**src/rtl/sirq_slot_pkg.sv**
```systemverilog
package sirq_slot_pkg;

  typedef enum logic [1:0] {
    PH_SAMPLE = 2'd0,
    PH_RECOV  = 2'd1,
    PH_TURN   = 2'd2
  } phase_e;

  // Strobes from control to datapath
  typedef struct packed {
    logic ownSample;  // agent's own sample clock
    logic ownRecov;   // agent's own recovery clock
    logic loadIrq;    // capture irqIn at this edge
    logic reqArm;     // idle in quiet mode: request allowed
  } ctlStrobe_t;

  // Line events from datapath to control
  typedef struct packed {
    logic startSeen;  // long low run just ended
    logic stopQuiet;  // two-clock low just ended
    logic stopCont;   // three-clock low just ended
  } lineEvt_t;

endpackage

```
**src/rtl/sirq_slot_dp.sv**
```systemverilog
module sirq_slot_dp
  import sirq_slot_pkg::*;
#(
  parameter int START_MIN = 4
) (
  input  logic       clk,
  input  logic       rstN,
  input  logic       lineIn,
  input  logic       irqIn,
  input  ctlStrobe_t strobe,
  output lineEvt_t   evt,
  output logic       drvEn,
  output logic       drvVal
);

  localparam int RUN_W = $clog2(START_MIN + 1);
  localparam logic [RUN_W-1:0] RUN_MAX = RUN_W'(START_MIN);

  logic [RUN_W-1:0] lowRun;
  logic irqQ;
  logic irqPrev;
  logic droveLow;
  logic reqPulse;
  logic lowSlot;
  logic highSlot;

  // Saturating count of consecutive low samples
  always_ff @(posedge clk or negedge rstN) begin
    if (!rstN) begin
      lowRun <= '0;
    end else if (lineIn) begin
      lowRun <= '0;
    end else if (lowRun != RUN_MAX) begin
      lowRun <= lowRun + 1'b1;
    end
  end

  always_comb begin
    evt.startSeen = lineIn && (lowRun == RUN_MAX);
    evt.stopQuiet = lineIn && (lowRun == RUN_W'(2));
    evt.stopCont  = lineIn && (lowRun == RUN_W'(3));
  end

  always_ff @(posedge clk or negedge rstN) begin
    if (!rstN) begin
      irqQ     <= 1'b1;
      irqPrev  <= 1'b1;
      droveLow <= 1'b0;
      reqPulse <= 1'b0;
    end else begin
      if (strobe.loadIrq) irqQ <= irqIn;
      irqPrev  <= irqIn;
      droveLow <= strobe.ownSample & ~irqQ;
      reqPulse <= strobe.reqArm & lineIn & ~reqPulse & (irqIn != irqPrev);
    end
  end

  always_comb begin
    lowSlot  = strobe.ownSample & ~irqQ;
    highSlot = strobe.ownRecov & droveLow;
    drvEn    = lowSlot | highSlot | reqPulse;
    drvVal   = ~(lowSlot | reqPulse);
  end

endmodule

```
**src/rtl/sirq_slot_ctl.sv**
```systemverilog
module sirq_slot_ctl
  import sirq_slot_pkg::*;
#(
  parameter int FRAMES = 21,
  parameter int SLOT_W = 5
) (
  input  logic              clk,
  input  logic              rstN,
  input  logic [SLOT_W-1:0] slotNum,
  input  lineEvt_t          evt,
  output ctlStrobe_t        strobe
);

  localparam int FR_W = (FRAMES > 1) ? $clog2(FRAMES) : 1;
  localparam int CW   = ((FR_W > SLOT_W) ? FR_W : SLOT_W) + 1;
  localparam logic [FR_W-1:0] LAST = FR_W'(FRAMES - 1);

  logic            active;
  logic            quietMode;
  phase_e          phase;
  logic [FR_W-1:0] frame;
  logic [CW-1:0]   frameX;
  logic [CW-1:0]   nextX;
  logic [CW-1:0]   slotX;
  logic            ownFrame;

  always_ff @(posedge clk or negedge rstN) begin
    if (!rstN) begin
      active    <= 1'b0;
      quietMode <= 1'b0;
      phase     <= PH_SAMPLE;
      frame     <= '0;
    end else begin
      if (evt.stopQuiet)     quietMode <= 1'b1;
      else if (evt.stopCont) quietMode <= 1'b0;

      if (evt.startSeen) begin
        active <= 1'b1;
        phase  <= PH_SAMPLE;
        frame  <= '0;
      end else if (active) begin
        case (phase)
          PH_SAMPLE: phase <= PH_RECOV;
          PH_RECOV:  phase <= PH_TURN;
          PH_TURN: begin
            phase <= PH_SAMPLE;
            if (frame == LAST) active <= 1'b0;
            else               frame  <= frame + 1'b1;
          end
          default:   phase <= PH_SAMPLE;
        endcase
      end
    end
  end

  always_comb begin
    frameX   = CW'(frame);
    nextX    = frameX + 1'b1;
    slotX    = CW'(slotNum);
    ownFrame = active && (frameX == slotX);

    strobe.ownSample = ownFrame && (phase == PH_SAMPLE);
    strobe.ownRecov  = ownFrame && (phase == PH_RECOV);
    if (evt.startSeen)
      strobe.loadIrq = (slotX == '0);
    else
      strobe.loadIrq = active && (phase == PH_TURN) && (frame != LAST) && (nextX == slotX);
    strobe.reqArm    = !active && quietMode && !evt.startSeen;
  end

endmodule

```
**src/rtl/sirq_slot_agent.sv**
```systemverilog
module sirq_slot_agent
  import sirq_slot_pkg::*;
#(
  parameter int FRAMES    = 21,
  parameter int SLOT_W    = 5,
  parameter int START_MIN = 4
) (
  input  logic              clk,
  input  logic              rstN,
  input  logic              lineIn,
  input  logic              irqIn,
  input  logic [SLOT_W-1:0] slotNum,
  output logic              drvEn,
  output logic              drvVal
);

  ctlStrobe_t strobe;
  lineEvt_t   evt;

  sirq_slot_ctl #(
    .FRAMES (FRAMES),
    .SLOT_W (SLOT_W)
  ) u_ctl (
    .clk     (clk),
    .rstN    (rstN),
    .slotNum (slotNum),
    .evt     (evt),
    .strobe  (strobe)
  );

  sirq_slot_dp #(
    .START_MIN (START_MIN)
  ) u_dp (
    .clk    (clk),
    .rstN   (rstN),
    .lineIn (lineIn),
    .irqIn  (irqIn),
    .strobe (strobe),
    .evt    (evt),
    .drvEn  (drvEn),
    .drvVal (drvVal)
  );

endmodule

```
**config.mk**
```make
export PLATFORM = sky130hd
export DESIGN_NAME = sirq_slot_agent
export DESIGN_NICKNAME = d
export VERILOG_FILES = /design/src/rtl/sirq_slot_pkg.sv /design/src/rtl/sirq_slot_dp.sv /design/src/rtl/sirq_slot_ctl.sv /design/src/rtl/sirq_slot_agent.sv
export SDC_FILE = /design/constraint.sdc
export NUM_CORES = 1
export LEC_CHECK = 0
export BUFFER_PORTS_ARGS = -buffer_cell sky130_fd_sc_hd__buf_2
export CAP_MARGIN = 20
export CORE_MARGIN = 10
export CORE_UTILIZATION = 40
export DETAILED_ROUTE_END_ITERATION = 7
export GPL_TIMING_DRIVEN = 1
export MAX_ROUTING_LAYER = met4
export SYNTH_ARGS = -nofsm -noshare
export SYNTH_HDL_FRONTEND = slang
export SYNTH_SLANG_ARGS = --single-unit
```
**constraint.sdc**
```tcl
create_clock -name clk -period 1.9 [get_ports clk]
set_clock_uncertainty 0.2 [all_clocks]
set_input_delay 0.38 -clock clk [delete_from_list [all_inputs] [get_ports clk]]
set_output_delay 0.38 -clock clk [all_outputs]
set_load 0.02 [all_outputs]
```
After elaboration in Yosys (flattened, before gate mapping)
Index checks and enable logic that the tools add are counted.
{ "totals": {"output_inout_bits": 2, "inputBits": 9, "regBits": 16, "word_cells": 71} }
{ "op_classes": {"muxes": 16, "n_reduce_logical": 20, "n_eq_ne": 12, "add_sub_neg": 3, "bitwise": 11} }
{ "op_table": {"columns": ["operator", "n"], "rows": [
  ["2-to-1 mux 5 bit", 4],
  ["logical AND 1 bit", 11],
  ["nonzero test 2 bit", 4],
  ["2-to-1 mux 1 bit", 7],
  ["adder 5 x 1 -> 6 bit, second input constant", 1],
  ["== test 3 x 2 -> 1 bit, second input constant", 2],
  ["== test 6 x 5 -> 1 bit", 1],
  ["2-to-1 mux 3 bit", 2],
  ["adder 5 x 1 -> 5 bit, second input constant", 1],
  ["bitwise AND 1 bit", 5],
  ["== test 5 bit", 1],
  ["== test 5 bit, second input constant", 1],
  ["zero test 5 bit", 1],
  ["!= test 5 bit, second input constant", 1],
  ["2-to-1 mux 2 bit", 2],
  ["case mux 2 bit (2 select lines)", 1],
  ["adder 3 x 1 -> 3 bit, second input constant", 1],
  ["== test 3 bit, second input constant", 1],
  ["!= test 3 bit, second input constant", 1],
  ["NOT 1 bit", 3],
  ["bitwise OR 1 bit", 3],
  ["AND reduction 3 bit", 1],
  ["== test 2 x 1 -> 1 bit, second input constant", 1],
  ["== test 2 bit, second input constant", 1],
  ["4 further kinds", 5]
]} }

Logic depth before layout (Yosys ltp)
Gate-level depths: netlist (run 1).
{ "logic_depth": {"word_depth": 7, "depth_mapped": 8, "ltp_nobuf": 7} }

Cells and area by module
From an unflattened synthesis (run 1), not the netlist that was laid out.
{ "hier_totals": {"hier_cells": 105, "area_unflattened_um2": 1032.2} }
{ "modules_own_cells": {"columns": ["module", "seq_area_each_um2", "instances", "area_per_inst_um2", "cells_per_inst"], "rows": [
  ["sirq_slot_ctl", 225.2, 1, 669.4, 73],
  ["sirq_slot_dp", 177.7, 1, 362.8, 32]
]} }

Worst setup path after synthesis (run 1)
OpenSTA, ideal clock, no wires.
{ "synth_path": {"path_kind": "reg-to-output", "from": "register u_ctl.frame[2]", "to": "output drvEn", "path_buffers": 1, "path_slack_ps": -188, "stages_incl_launch_ff": 6, "t_arrival_ps": 1508, "required_ps": 1320, "path_cell_list": "dfrtp_1 buf_4 xor2_1 and4b_1 nand2_1 o31ai_1"} }
{ "synth_via": {"elab_chain_len": 6, "word_cells_on_any_way": 8, "classes_between": "eq/ne: 1; bitwise: 4; reduce/logical: 3"} }
{ "synth_lines": {"columns": ["element", "line_no", "source"], "rows": [
  ["from (decl)", "sirq_slot_ctl.sv:21", "logic [FR_W-1:0] frame;"],
  ["from (signal assigned)", "sirq_slot_ctl.sv:48", "else frame <= frame + 1'b1;"],
  ["== test 5 bit *", "sirq_slot_ctl.sv:60", "ownFrame = active && (frameX == slotX);"],
  ["logical AND 1 bit *", "sirq_slot_ctl.sv:60", null],
  ["logical AND 1 bit, on equally long branches", "sirq_slot_ctl.sv:62, sirq_slot_ctl.sv:63", null],
  ["bitwise AND 1 bit, on equally long branches", "sirq_slot_dp.sv:59, sirq_slot_dp.sv:60", null],
  ["bitwise OR 1 bit * (2 in a row)", "sirq_slot_dp.sv:61", "drvEn = lowSlot | highSlot | reqPulse;"],
  ["to (decl)", "sirq_slot_agent.sv:13", "output logic drvEn,"]
]} }
Mark *: on every way between the ends. The rest lies on a longest branch, timed or not.

Worst setup path after layout (run 1)
{ "layout_path": {"from": "register u_ctl.frame[0]", "to": "output drvVal"} }
{ "layout_via": {"elab_chain_len": 6} }
{ "layout_lines": {"columns": ["element", "line_no", "source"], "rows": [
  ["== test 5 bit", "sirq_slot_ctl.sv:60", null],
  ["logical AND 1 bit", "sirq_slot_ctl.sv:60", null],
  ["logical AND 1 bit", "sirq_slot_ctl.sv:62", "strobe.ownSample = ownFrame && (phase == PH_SAMPLE);"],
  ["bitwise AND 1 bit", "sirq_slot_dp.sv:59", "lowSlot = strobe.ownSample & ~irqQ;"],
  ["via u_dp.lowSlot", "sirq_slot_dp.sv:24", "logic lowSlot;"],
  ["bitwise OR 1 bit", "sirq_slot_dp.sv:62", "drvVal = ~(lowSlot | reqPulse);"],
  ["NOT 1 bit", "sirq_slot_dp.sv:62", null],
  ["to (decl)", "sirq_slot_agent.sv:14", "output logic drvVal"]
]} }
The timed path passes the listed nets, and every way through them passes these cells.

==> results of run 1 <==
[layer usage]
layer,up-vias,routed length (microns)
met4,0,17
met2,18,1100
met1,391,944
met3,4,101
li1,423,-
met5,-,0
[repair_timing]
item / CTS / global route
hold buffers: 2 / 0
setup buffers: 2 / 3
setup endpoints to repair: 3 / 4
pin swaps: 6 / 5
endpoints found under the hold margin: 15 / 0
gates resized for setup: 10 / 5
[cell type report]
type | instances | area share, %
inverters | 8 | 2.43
repair buffers | 34 | 18.5
clock buffers | 4 | 2.71
well taps | 28 | 2.62
flip-flops and latches | 16 | 30.2
multi-input cells | 77 | 43.5
[cells in the final DEF, fill, tap and decap left out, types with 3 or more instances in the layout]
cell and n:
buf_4 22, xor2_1 4, nand2_1 8, dfrtp_1 13, nand3_1 4, clkbuf_4 3, a21oi_1 6, and3_1 3
xnor2_1 4, ha_1 4, nor2_1 13, nand2b_1 3, inv_1 7, buf_2 8
[power breakdown]
part / switching [mW] / internal, mW
Combinational: 0.486 / 0.541
Sequential: 0.137 / 0.483
Clock: 0.108 / 0.117
Total: 0.731 / 1.14
[cells in the mapped netlist, types with 2 or more instances]
cell      instances
buf_6             2
dfrtp_1          14
and3_1            3
a21oi_1           6
xnor2_1           6
dfstp_2           2
nor3b_1           2
nand3_1           4
nor2_1           13
nand2_1           9
xor2_1            5
inv_1             8
ha_1              6
nor3_1            2
nand2b_1          3
[worst paths after layout]
check                           startpoint         endpoint  slack, ps  cells past startpoint
setup / recovery            u_ctl.frame[0]           drvVal       -270                      6
hold / removal                      lineIn   u_dp.lowRun[1]        190                      3
setup reg to reg            u_ctl.frame[0]        u_dp.irqQ       -150                      8
hold reg to reg            u_ctl.quietMode  u_ctl.quietMode        310                      1
max in group asynchronous             rstN        u_dp.irqQ        890                      2
min in group asynchronous             rstN    u_dp.reqPulse        310                      2
[tightest hold or removal path, cell delays in order]
cell	delay [ps]
buf_2	90
buf_4	130
a21oi_1	40
[registers in the layout, summed over array words and instances (netlist names)]
register,count
u_dp.lowRun,3
u_dp.irqQ,1
u_dp.irqPrev,1
u_dp.droveLow,1
u_ctl.quietMode,1
u_ctl.active,1
u_dp.reqPulse,1
u_ctl.frame,5
u_ctl.phase,2
[logic make-up (layout without fill, tap and decap cells)]
kind of cell	after synthesis	in the layout	share of synthesized area, %
simple gates	45	45	24.5
flops	16	16	41.3
compound gates	13	13	8.33
xor+xnor	11	11	9.87
buf+inv	11	46	6.15
fa+ha+maj	6	6	7.69
mux	2	2	2.18
==> results.yml, run 1 <==
floorplan:
  num_rows: 17
  fp.dieW_microns: 69.4
  io_pins: 11
  core-area_sq_um: 2280
  die-area_sq_um: 4820
  start_util_pct: 42.9
  fp.dieH_microns: 69.4
sta:
  finalWorstSetupSlack_ps: -272
  setup_tns_ps: -692
  finalCritPeriodShare_pct: 114
  slew_violations: 0
  setup_viol: 3
  slew_headroom_pct: 76.8
  period_needed_ps: 2170
  tightestPinTransition_ps: 348
  fmax_ghz: 0.460
  rsz0062_at_grt: "true"
  finalHoldViolCount: 0
  hold_ws_ps: 186
placement:
  dp_worst_setup_slack_ps: -202
  placed_cell_area_sq_um: 1170
  port_buffers: 10
  place_inst: 156
  gp_congestion: 0.845
  dp_hpwl_microns: 1630
global_route:
  met1_usage_pct: 10.6
  grtUsageTotal_pct: 9.30
  top_usage_layer: "met2"
  grt_overflow: 0
  use_met3_pct: 3.99
  grt_max_degree: 17
  use_met2_pct: 15.0
  antenna_found_initial: 0
  grt_pass1_wl_microns: 3730
  first_global_vias: 837
critical_path:
  start_kind: "flip-flop"
  crit_family: "simple AND/OR/NAND/NOR gates"
  path_class: "reg -> out"
  cp_cell_sequence: "xnor2_2 > and4b_1 > nand2_2 > nor3_2 > nor2_1 > buf_4"
  cp_slowest_cell: "dfrtp_1"
  path_buf_inv: 1
  required_ps: 1320
  worst_ep_arrival_time_ps: 1590
  critPathCaptureType: "output pin"
  cpPeakStageDelay_ps: 450
  cp_max_fo: 2
cells_and_area:
  fin_nets: 155
  finalCoreUtilization_pct: 58.8
  drive_gt1_share_pct: 37.4
  final_cells: 167
  area_growth_pct: 37.1
  diodes: 0
  regArea_sq_um: 404
  multiInputGateArea_sq_um: 582
  finalInstanceArea_sq_um: 1340
  n_fill_cell: 196
clock_tree:
  path_clk_slew_ps: 90
  cts-root-buf: "clkbuf_4"
  clkSinkCount: 16
  clk_latency_ps: 290
  cts_tree: "built"
  numCtsBuffers: 3
  cts_max_level: 1
  cts_buffer_depth: 2
yosys:
  synth_edf_count: 0
  ys_seq_area_share_pct: 41.3
  netlist_area_sq_um: 976
  ys_ff_latch: 16
  synth_top_area_cell: "dfrtp_1"
  yosys_warnings: 0
  ys.flop_type: "dfrtp_1"
  synth.area.top_cells: "dfrtp_1, ha_1, dfstp_2"
  synth_cells: 104
  synthArstFlopShare_pct: 100
  synth.avg_cell_area_sq_um: 9.38
  ys_types: 34
  synth_top_area_share_pct: 35.9
  syn_nets: 119
power_and_ir_drop:
  cellPowerDensity_nw_per_um2: 1400
  vdd_drop_max_uv: 843
  power.leakage_nw: 0.622
  total_power_mw: 1.87
routing:
  wl_per_cell_microns: 13.0
  ant_nets: 0
  drc: 0
  vias_per_cell: 5.01
  firstDrtPassIters: 4
  dr_total_vias: 836
  drt_iter0_markers: 33
  wirelength_microns: 2170
run_status:
  status: "finished with violations"
  violations: "setup timing"
job:
  max-cap-violations: 0
hold_path:
  min_path_type: "in -> reg"
(Power assumes the default switching activity.)
==> run 2: changes to the inputs <==
--- a/config.mk
+++ b/config.mk
@@ -12,6 +12,7 @@
 export DETAILED_ROUTE_END_ITERATION = 7
 export GPL_TIMING_DRIVEN = 1
 export MAX_ROUTING_LAYER = met4
+export SKIP_CTS_REPAIR_TIMING = 1
 export SYNTH_ARGS = -nofsm -noshare
 export SYNTH_HDL_FRONTEND = slang
 export SYNTH_SLANG_ARGS = --single-unit
==> results.yml, run 2 (synthesized netlist as in run 1, its figures left out) <==
sta:
  rsz0062_at_grt: "true"
  setup_viol: 3
  fmax_ghz: 0.455
  period_needed_ps: 2200
  slew_violations: 0
  finalWorstSetupSlack_ps: -300
  setup_tns_ps: -670
  finalCritPeriodShare_pct: 116
  tightestPinTransition_ps: 349
  slew_headroom_pct: 76.7
  finalHoldViolCount: 0
clock_tree:
  cts_buffer_depth: 2
  cts_max_level: 1
  path_clk_slew_ps: 90
  clkSinkCount: 16
  numCtsBuffers: 3
  cts_tree: "built"
  clk_latency_ps: 290
  cts-root-buf: "clkbuf_4"
global_route:
  grtUsageTotal_pct: 8.88
  grt_max_degree: 17
  first_global_vias: 814
  antenna_found_initial: 0
  grt_overflow: 0
  grt_pass1_wl_microns: 3580
power_and_ir_drop:
  vdd_drop_max_uv: 791
  power.leakage_nw: 0.609
  cellPowerDensity_nw_per_um2: 1370
critical_path:
  path_buf_inv: 1
  reg2reg_depth: 7
  cpPeakStageDelay_ps: 460
  cp_max_fo: 4
  reg2reg_from: "u_ctl.frame[0]"
  regToRegSetupSlack_ps: -100
  crit_family: "simple AND/OR/NAND/NOR gates"
  cp_cell_sequence: "xnor2_2 > and4b_1 > nand2_2 > nor3_2 > nor2_1 > buf_4"
  cp_slowest_cell: "dfrtp_2"
  reg2reg_to: "u_dp.irqQ"
  critPathCaptureType: "output pin"
  path_class: "reg -> out"
  start_kind: "flip-flop"
  worst_ep_arrival_time_ps: 1620
  required_ps: 1320
cells_and_area:
  diodes: 0
  largest_reg_flops: 5
  finalInstanceArea_sq_um: 1310
  final_common_cell: "buf_4"
  area_growth_pct: 33.8
  top_register: "u_ctl.frame"
  fin_nets: 153
  layout.cells.most_common_list: "buf_4, nor2_1, dfrtp_1"
  drive_gt1_share_pct: 35.0
  largest_registers: "u_ctl.frame x5, u_dp.lowRun x3, u_ctl.phase x2"
routing:
  wirelength_microns: 2110
  drt_iter0_markers: 33
  dr_total_vias: 811
  ant_nets: 0
  vias_per_cell: 4.92
  wl_per_cell_microns: 12.8
  drc: 0
  firstDrtPassIters: 4
floorplan:
  core-area_sq_um: 2280
  start_util_pct: 42.9
  die-area_sq_um: 4820
  fp.dieH_microns: 69.4
  io_pins: 11
  num_rows: 17
  fp.dieW_microns: 69.4
run_status:
  violations: "setup timing"
  status: "finished with violations"
placement:
  placed_cell_area_sq_um: 1170
  port_buffers: 10
  dp_hpwl_microns: 1630
  gp_congestion: 0.845
hold_path:
  hold_path_end: "u_dp.lowRun[1]"
  min_path_cells: 3
  hp-start: "lineIn"
  min_path_type: "in -> reg"
job:
  max-cap-violations: 0
==> run 2: worst register-to-register path, stage by stage (launching register included) <==
cell and delay (ps):
dfrtp_2 460, inv_1 110, ha_4 210, xor2_1 170, nor3_2 120, nand4_1 130
o22ai_2 200, mux2_1 340
==> run 2: how the worst max path moves through the flow <==
stage / start / depth (start not counted) / to
finish: u_ctl.frame[0] / 6 / drvVal
detailed placement: slotNum[4] / 7 / drvVal
CTS: u_ctl.frame[4] / 6 / drvVal
global placement: slotNum[4] / 7 / drvVal
global route: u_ctl.frame[0] / 6 / drvVal
floorplan: u_dp.lowRun[0] / 8 / u_dp.irqQ
==> run 2: layer usage <==
layer | wire, microns | track usage (%)
met5 | 0 | -
met3 | 99 | 3.99
met1 | 953 | 10.0
met2 | 1050 | 14.2
met4 | 2 | 1.55
==> run 2: metrics by stage <==
| step | utilization, % | total power [mW] | hold WS (ps) | worst slack, ps | std cells |
|---|---|---|---|---|---|
| floorplan | - | 1.19 | -116 | 4.75 | 104 |
| global placement | 51.6 | 1.43 | 112 | -155 | 156 |
| detailed placement | 51.6 | 1.46 | 112 | -202 | 156 |
| CTS | 53.2 | 1.69 | -211 | -431 | 160 |
| global route | 57.4 | 1.97 | 175 | -393 | 165 |
| finish | 57.4 | 1.79 | 185 | -300 | 165 |
==> run 2: where the power goes <==
group	internal, mW	switching (mW)	total, mW	leakage, nW
clock network	0.117	0.111	0.227	0.0210
logic	0.480	0.457	0.937	0.396
registers	0.485	0.139	0.624	0.193
==> run 2: cell type report <==
type	count	area (sq um)
well taps	28	35.0
flip-flops and latches	16	405
repair buffers	32	229
clock buffers	4	36.3
multi-input cells	77	571
inverters	8	30.0
fillers	200	970
